$ cat src/rtl/xmem_pkg.sv
package xmem_pkg;
    typedef enum logic [1:0] {
        ST_IDLE   = 2'd0,
        ST_SETUP  = 2'd1,
        ST_STROBE = 2'd2,
        ST_HOLD   = 2'd3
    } xmem_state_e;

    localparam int SPACE_DATA = 0;
    localparam int SPACE_PROG = 1;
    localparam int NUM_SPACES = 2;
endpackage

$ cat src/rtl/xmem_wait_sel.sv
module xmem_wait_sel #(
    parameter int CODE_W  = 2,
    parameter int WS_STEP = 4,
    parameter int CNT_W   = 4
) (
    input  logic [CODE_W-1:0] code,
    output logic [CNT_W-1:0]  wait_cnt
);
    // Wait count is the code scaled by the step size.
    assign wait_cnt = CNT_W'(int'(code) * WS_STEP);
endmodule

$ cat src/rtl/xmem_rd_latch.sv
module xmem_rd_latch #(
    parameter int DW = 16
) (
    input  logic          clk,
    input  logic          rst_n,
    input  logic          cap_en,
    input  logic [DW-1:0] din,
    output logic [DW-1:0] dout
);
    always_ff @(posedge clk or negedge rst_n) begin
        if (!rst_n) begin
            dout <= '0;
        end else if (cap_en) begin
            dout <= din;
        end
    end
endmodule

$ cat src/rtl/xmem_fsm.sv
module xmem_fsm
    import xmem_pkg::*;
#(
    parameter int AW    = 16,
    parameter int DW    = 16,
    parameter int CNT_W = 4
) (
    input  logic             clk,
    input  logic             rst_n,
    input  logic             req_valid,
    input  logic             req_write,
    input  logic             req_prog,
    input  logic [AW-1:0]    req_addr,
    input  logic [DW-1:0]    req_wdata,
    input  logic [CNT_W-1:0] ws_sel,
    output logic             req_gnt,
    output logic             rsp_ready,
    output logic             cap_en,
    output logic [AW-1:0]    ext_addr,
    output logic [DW-1:0]    ext_dout,
    output logic             ext_doe,
    output logic             ext_rd_n,
    output logic             ext_wr_n,
    output logic             ext_ps_n,
    output logic             ext_ds_n
);
    xmem_state_e      state;
    logic [CNT_W-1:0] cnt;
    logic             lat_write;
    logic             lat_prog;
    logic [AW-1:0]    lat_addr;
    logic [DW-1:0]    lat_wdata;

    // State register with the latched request and the wait counter.
    always_ff @(posedge clk or negedge rst_n) begin
        if (!rst_n) begin
            state     <= ST_IDLE;
            cnt       <= '0;
            lat_write <= 1'b0;
            lat_prog  <= 1'b0;
            lat_addr  <= '0;
            lat_wdata <= '0;
        end else begin
            unique case (state)
                ST_IDLE: begin
                    if (req_valid) begin
                        state     <= ST_SETUP;
                        cnt       <= ws_sel;
                        lat_write <= req_write;
                        lat_prog  <= req_prog;
                        lat_addr  <= req_addr;
                        lat_wdata <= req_wdata;
                    end
                end
                ST_SETUP: state <= ST_STROBE;
                ST_STROBE: begin
                    if (cnt == '0) begin
                        state <= ST_HOLD;
                    end else begin
                        cnt <= cnt - 1'b1;
                    end
                end
                ST_HOLD: state <= ST_IDLE;
                default: state <= ST_IDLE;
            endcase
        end
    end

    // Output decode from the state and the latched request.
    always_comb begin
        req_gnt   = 1'b0;
        rsp_ready = 1'b0;
        cap_en    = 1'b0;
        ext_doe   = 1'b0;
        ext_rd_n  = 1'b1;
        ext_wr_n  = 1'b1;
        ext_ps_n  = 1'b1;
        ext_ds_n  = 1'b1;
        unique case (state)
            ST_IDLE: req_gnt = 1'b1;
            ST_SETUP: begin
                ext_ps_n = !lat_prog;
                ext_ds_n = lat_prog;
                ext_doe  = lat_write;
            end
            ST_STROBE: begin
                ext_ps_n = !lat_prog;
                ext_ds_n = lat_prog;
                ext_doe  = lat_write;
                ext_rd_n = lat_write;
                ext_wr_n = !lat_write;
                cap_en   = !lat_write && (cnt == '0);
            end
            ST_HOLD: begin
                ext_ps_n  = !lat_prog;
                ext_ds_n  = lat_prog;
                ext_doe   = lat_write;
                rsp_ready = 1'b1;
            end
            default: req_gnt = 1'b0;
        endcase
    end

    assign ext_addr = lat_addr;
    assign ext_dout = lat_wdata;
endmodule

$ cat src/rtl/xmem_bus_ctrl.sv
module xmem_bus_ctrl
    import xmem_pkg::*;
#(
    parameter int AW      = 16,
    parameter int DW      = 16,
    parameter int CODE_W  = 2,
    parameter int WS_STEP = 4
) (
    input  logic              clk,
    input  logic              rst_n,
    input  logic              req_valid,
    input  logic              req_write,
    input  logic              req_prog,
    input  logic [AW-1:0]     req_addr,
    input  logic [DW-1:0]     req_wdata,
    input  logic [CODE_W-1:0] ws_prog_code,
    input  logic [CODE_W-1:0] ws_data_code,
    output logic              req_gnt,
    output logic              rsp_ready,
    output logic [DW-1:0]     rsp_rdata,
    output logic [AW-1:0]     ext_addr,
    output logic [DW-1:0]     ext_dout,
    input  logic [DW-1:0]     ext_din,
    output logic              ext_doe,
    output logic              ext_rd_n,
    output logic              ext_wr_n,
    output logic              ext_ps_n,
    output logic              ext_ds_n
);
    localparam int MAX_WS = ((1 << CODE_W) - 1) * WS_STEP;
    localparam int CNT_W  = (MAX_WS < 1) ? 1 : $clog2(MAX_WS + 1);

    logic [CODE_W-1:0] codes [NUM_SPACES];
    logic [CNT_W-1:0]  waits [NUM_SPACES];
    logic [CNT_W-1:0]  ws_sel;
    logic              cap_en;

    assign codes[SPACE_DATA] = ws_data_code;
    assign codes[SPACE_PROG] = ws_prog_code;

    // One wait-state decoder per address space.
    for (genvar g = 0; g < NUM_SPACES; g++) begin : g_space
        xmem_wait_sel #(
            .CODE_W (CODE_W),
            .WS_STEP(WS_STEP),
            .CNT_W  (CNT_W)
        ) u_wsel (
            .code    (codes[g]),
            .wait_cnt(waits[g])
        );
    end

    assign ws_sel = req_prog ? waits[SPACE_PROG] : waits[SPACE_DATA];

    xmem_fsm #(
        .AW   (AW),
        .DW   (DW),
        .CNT_W(CNT_W)
    ) u_fsm (
        .clk      (clk),
        .rst_n    (rst_n),
        .req_valid(req_valid),
        .req_write(req_write),
        .req_prog (req_prog),
        .req_addr (req_addr),
        .req_wdata(req_wdata),
        .ws_sel   (ws_sel),
        .req_gnt  (req_gnt),
        .rsp_ready(rsp_ready),
        .cap_en   (cap_en),
        .ext_addr (ext_addr),
        .ext_dout (ext_dout),
        .ext_doe  (ext_doe),
        .ext_rd_n (ext_rd_n),
        .ext_wr_n (ext_wr_n),
        .ext_ps_n (ext_ps_n),
        .ext_ds_n (ext_ds_n)
    );

    xmem_rd_latch #(
        .DW(DW)
    ) u_rdl (
        .clk   (clk),
        .rst_n (rst_n),
        .cap_en(cap_en),
        .din   (ext_din),
        .dout  (rsp_rdata)
    );
endmodule

$ cat config.mk
export PLATFORM = sky130hd
export DESIGN_NAME = xmem_bus_ctrl
export DESIGN_NICKNAME = d
export VERILOG_FILES = /design/src/rtl/xmem_pkg.sv /design/src/rtl/xmem_wait_sel.sv /design/src/rtl/xmem_rd_latch.sv /design/src/rtl/xmem_fsm.sv /design/src/rtl/xmem_bus_ctrl.sv
export SDC_FILE = /design/constraint.sdc
export NUM_CORES = 1
export LEC_CHECK = 0
export BUFFER_PORTS_ARGS = -buffer_cell sky130_fd_sc_hd__clkbuf_2
export CAP_MARGIN = 10
export CORE_MARGIN = 3
export CORE_UTILIZATION = 46
export CTS_CLUSTER_DIAMETER = 150
export DETAILED_ROUTE_END_ITERATION = 8
export PLACE_DENSITY = 0.79
export SYNTH_ARGS = -nofsm -noshare
export SYNTH_HDL_FRONTEND = slang
export SYNTH_SLANG_ARGS = --single-unit
export TNS_END_PERCENT = 10
$ cat constraint.sdc
create_clock -name clk -period 2 [get_ports clk]
set_clock_uncertainty 0.15 [all_clocks]
set_input_delay 0.4 -clock clk [delete_from_list [all_inputs] [get_ports clk]]
set_output_delay 0.4 -clock clk [all_outputs]
set_load 0.05 [all_outputs]
======== After elaboration in Yosys (flattened, before gate mapping) ========
Cells that the tools add are included.
operators by class
  muxes and demuxes ....................... 15
  reductions and logical operators ........ 10
  equal/unequal tests ..................... 6
  $add $sub $neg .......................... 1
operators by type and width
  cell                 count
  $mux 4               3
  $mux 1               8
  $pmux 2 s4           1
  $pmux 4 s2           1
  $eq 2x2->1 const B   2
  $logic_not 4->1      1
  $mux 2               2
  $ne 2x2->1 const B   2
  $reduce_and 2->1     2
  $sub 4x1->4 const B  1
  $reduce_and 3->1     1
  $reduce_or 3->1      1
  $eq 2x1->1 const B   1
  $logic_not 1->1      2
  $logic_not 2->1      1
  $ne 2x1->1 const B   1
  $reduce_bool 2->1    1
  $logic_and 1x1->1    1
storage, ports and cells
  bits in registers ....................... 56
  output and inout bits ................... 55

======== Depth between registers and ports, before layout ========
  depth after elaboration ................. 3
  gate-level depth with buffers ........... 7

======== By module ========
Synthesis repeated with hierarchy kept, for this count alone.
second synthesis, totals
  cells, all modules ...................... 172
  area total of the unflattened synthesis .. 2478.6 µm²
by module, submodules not included
  module         instances  cells each  area each (µm²)
  xmem_fsm       1          124         1716.6
  xmem_rd_latch  1          34          649.4
  xmem_wait_sel  2          5           33.8
  xmem_bus_ctrl  1          4           45.0

======== Least setup slack after synthesis ========
No wires, ideal clock.
  kind .................................... register to output
  start point ............................. register u_fsm.state[0]
  end point ............................... output ext_doe
  stages on the path, launching flop included .. 5
  setup slack ............................. -0.268 ns
  data arrival time ....................... 1.718 ns
  cells stage by stage .................... dfrtp_1 inv_1 ha_1 buf_6 nor2b_1
on the way
  word-level cells in the longest chain between the ends .. 3
RTL lines
  element                                          RTL line             source
  from (decl)                                      xmem_fsm.sv:27       xmem_state_e state;
  from (signal assigned)                           xmem_fsm.sv:37       state <= ST_IDLE;
  from (signal assigned)                           xmem_fsm.sv:47       state <= ST_SETUP;
  from (signal assigned)                           xmem_fsm.sv:55       ST_SETUP: state <= ST_STROBE;
  $eq 2x1->1 / $eq 2x2->1 (equally long branches)  xmem_fsm.sv:79       unique case (state)
  $reduce_or 3->1 (no line) (*)                    n/a
  $mux 1 (*)                                       xmem_fsm.sv:79
  to (decl)                                        xmem_bus_ctrl.sv:24  output logic ext_doe,
Mark *: on every way between the ends. The rest lies on a longest branch, timed or not.

======== Worst setup path after layout ========
  start point ............................. register u_fsm.state[0]
  end point ............................... output ext_rd_n
on the way
  word-level cells in the longest chain between the ends .. 2
RTL lines
  element     RTL line             source
  $eq 2x2->1  xmem_fsm.sv:79
  $mux 1      xmem_fsm.sv:79
  to (decl)   xmem_bus_ctrl.sv:25  output logic ext_rd_n,
No other way between the ends.

==> results.py <==
metrics = {
    "job": {
        "cap_violations": 0,
    },
    "final_layout": {
        "fill_cells": 368,
        "final_layout_size_suffix_gt1_frac": 0.543,
        "antenna_cells": 0,
        "final_core_util": 0.666,
        "seqCellArea_um2": 1400,
        "syn_to_final_growth_pct": 35.0,
        "multi_input_area_um2": 961,
        "nets": 342,
    },
    "yosys": {
        "yosysTopAreaCell": "dfrtp_1",
        "yosysWarnings": 0,
        "synth_nets": 217,
        "avgSynthCellArea_um2": 15.5,
        "ys_seq_area_frac": 0.579,
        "yosys-top-cells-area": "dfrtp_1 58%, mux2_1 19%, mux2_4 6.2%, ha_1 2.1%, buf_6 1.9%",
        "netlist-cell-type-count": 35,
        "synth-edff-count": 0,
        "netlist.area_leader.share": 0.579,
        "ys_seq_elements": 56,
        "dominantRegCellSynth": "dfrtp_1",
        "synth_async_sr_flop_share": 1.00,
        "syn_area_um2": 2420,
        "syn_inst": 156,
    },
    "clock_tree": {
        "cts-root-buf": "clkbuf_8",
        "cts_max_level": 2,
        "cts.path.max_buffers": 2,
        "cts_tree": "built",
        "clk_latency_ps": 300,
        "cts_sinks": 56,
        "numCtsBuffers": 5,
        "clk_pin_slew_ps": 100,
    },
    "status": {
        "status": "finished clean",
    },
    "route": {
        "drc": 0,
        "wl_um": 5030,
        "drt_iter0_markers": 68,
        "dr.pass1.iters": 4,
        "drt-wirelength-per-cell_um": 14.4,
        "via_per_inst": 4.84,
        "drt.antenna.violating_nets": 0,
        "vias": 1688,
    },
    "worst_setup_path": {
        "crit_path_max_incr_delay_ps": 410,
        "cp_cell_sequence": "inv_2 -> ha_2 -> nand2b_2 -> buf_4",
        "worst_path_max_delay_cell": "dfrtp_1",
        "cp_num_buf_inv": 2,
        "r2r_slack_ps": 100,
        "crit_family": "flip-flops",
        "worstSetupPathDepth": 4,
        "reg2reg_depth": 6,
        "path_max_fanout": 4,
        "crit_type": "flop to primary output",
        "reg2reg_from": "u_fsm.cnt[0]",
        "cp.arrival_ps": 1360,
        "critPathLaunchType": "flop",
        "required_ps": 1450,
        "worst_r2r_endpoint": "u_fsm.state[1]",
        "cp-end-kind": "primary output",
    },
    "die": {
        "start_util": 0.493,
        "die_y_um": 78.6,
        "core_um2": 4910,
        "die-area_um2": 6170,
        "io_pins": 112,
        "rows": 25,
        "die_x_um": 78.6,
    },
    "hold_path": {
        "hold_depth": 2,
        "worstHoldStart": "req_wdata[3]",
        "hold_path.class": "primary input to flop",
        "hold_end": "u_fsm.ext_dout[3]",
    },
    "grt": {
        "overflow": 0,
        "grt_pass1_vias": 1735,
        "antenna_found_initial": 0,
        "grt_usage": 0.169,
        "grt_max_degree": 57,
        "grt_pass1_wl_um": 8210,
    },
    "timing": {
        "rsz0062_at_grt": "false",
        "post-route-period-util": 0.955,
        "setup_viol": 0,
        "hold_viol_final": 0,
        "fin_crit_ps": 1910,
        "fmax_ghz": 0.524,
        "max_slew_margin": 0.779,
        "final.setup.tns_ps": 0,
        "finalMaxSlewViolations": 0,
        "worstMarginPinSlew_ps": 331,
    },
    "placement": {
        "place_congestion": 0.753,
        "hpwlAfterDp_um": 3710,
        "numPortBuffers": 111,
    },
}
final cells by class:
cell class | count | area share
repair buffers | 124 | 0.212
clock inverters | 3 | 0.0142
well taps | 67 | 0.0256
clock buffers | 5 | 0.0210
inverters | 4 | 0.00459
multi-input cells | 90 | 0.294
flip-flops and latches | 56 | 0.429
how the worst max path moves through the flow:
stage                        start              to  slack, ps
floorplan           u_fsm.state[0]    u_fsm.cnt[3]         10
global placement      u_fsm.cnt[0]   u_rdl.dout[1]        150
detailed placement  u_fsm.state[0]    u_fsm.cnt[3]         90
CTS                 u_fsm.state[1]        ext_ds_n          1
global route          u_fsm.cnt[0]  u_fsm.state[1]         20
finish              u_fsm.state[0]        ext_rd_n         90
synthesized netlist by cell type (2+ instances only):
| library cell | number |
|---|---|
| mux2_4 | 10 |
| nand2_1 | 3 |
| or3_1 | 2 |
| nor2b_1 | 3 |
| ha_1 | 4 |
| buf_6 | 4 |
| mux2i_1 | 2 |
| nor2_1 | 2 |
| dfrtp_1 | 56 |
| inv_1 | 4 |
| a21oi_1 | 2 |
| mux2_1 | 41 |
metal layers:
metal  up-vias  part of all wire  GRT usage
met1       814              0.43      0.222
met5         -                 0          0
met4         0            0.0087     0.0472
met3         4             0.078     0.0516
li1        801                 -          -
met2        69              0.48      0.271
layout by cell type (no fill, tap or decap), types with 3 or more instances in the layout:
| cell type | count |
|---|---|
| clkbuf_2 | 109 |
| clkbuf_8 | 5 |
| dfrtp_1 | 56 |
| nand2_1 | 3 |
| buf_4 | 11 |
| mux2_1 | 41 |
| mux2_4 | 10 |
stage by stage:
stage / setup slack (ps) / instances / hold WS [ps] / area (µm²)
6_report: 90.4 / 349 / 146 / 3270
5_1_grt: 15.1 / 349 / 133 / 3270
4_1_cts: 1.16 / 344 / 137 / 3220
3_5_place_dp: 91.7 / 332 / 277 / 3040
3_3_place_gp: 155 / 332 / 277 / 3040
2_1_floorplan: 11.9 / 156 / -45.6 / 2430
sequential cells by signal (all words and copies together) (netlist names):
register	count
u_fsm.ext_addr	16
u_fsm.lat_prog	1
u_fsm.ext_dout	16
u_rdl.dout	16
u_fsm.lat_write	1
u_fsm.cnt	4
u_fsm.state	2
cells by family after synthesis:
family                     synth area share
DFF                                   0.579
adders and majority gates            0.0207
muxes                                 0.270
AOI/OAI and AO/OA                    0.0346
and+or+nand+nor                      0.0630
buffers and inverters                0.0331
repair_timing:
action                                 CTS  global route
gates cloned                             0             0
hold buffers                             1             0
setup endpoints to repair                5             9
resized for setup                        7             3
setup buffers                            3             5
pin swaps                                1             1
endpoints found under the hold margin   56             0
Power is left out: the tool's default activity adds up to more than one toggle a clock period on the data nets, which glitch-free logic cannot reach.
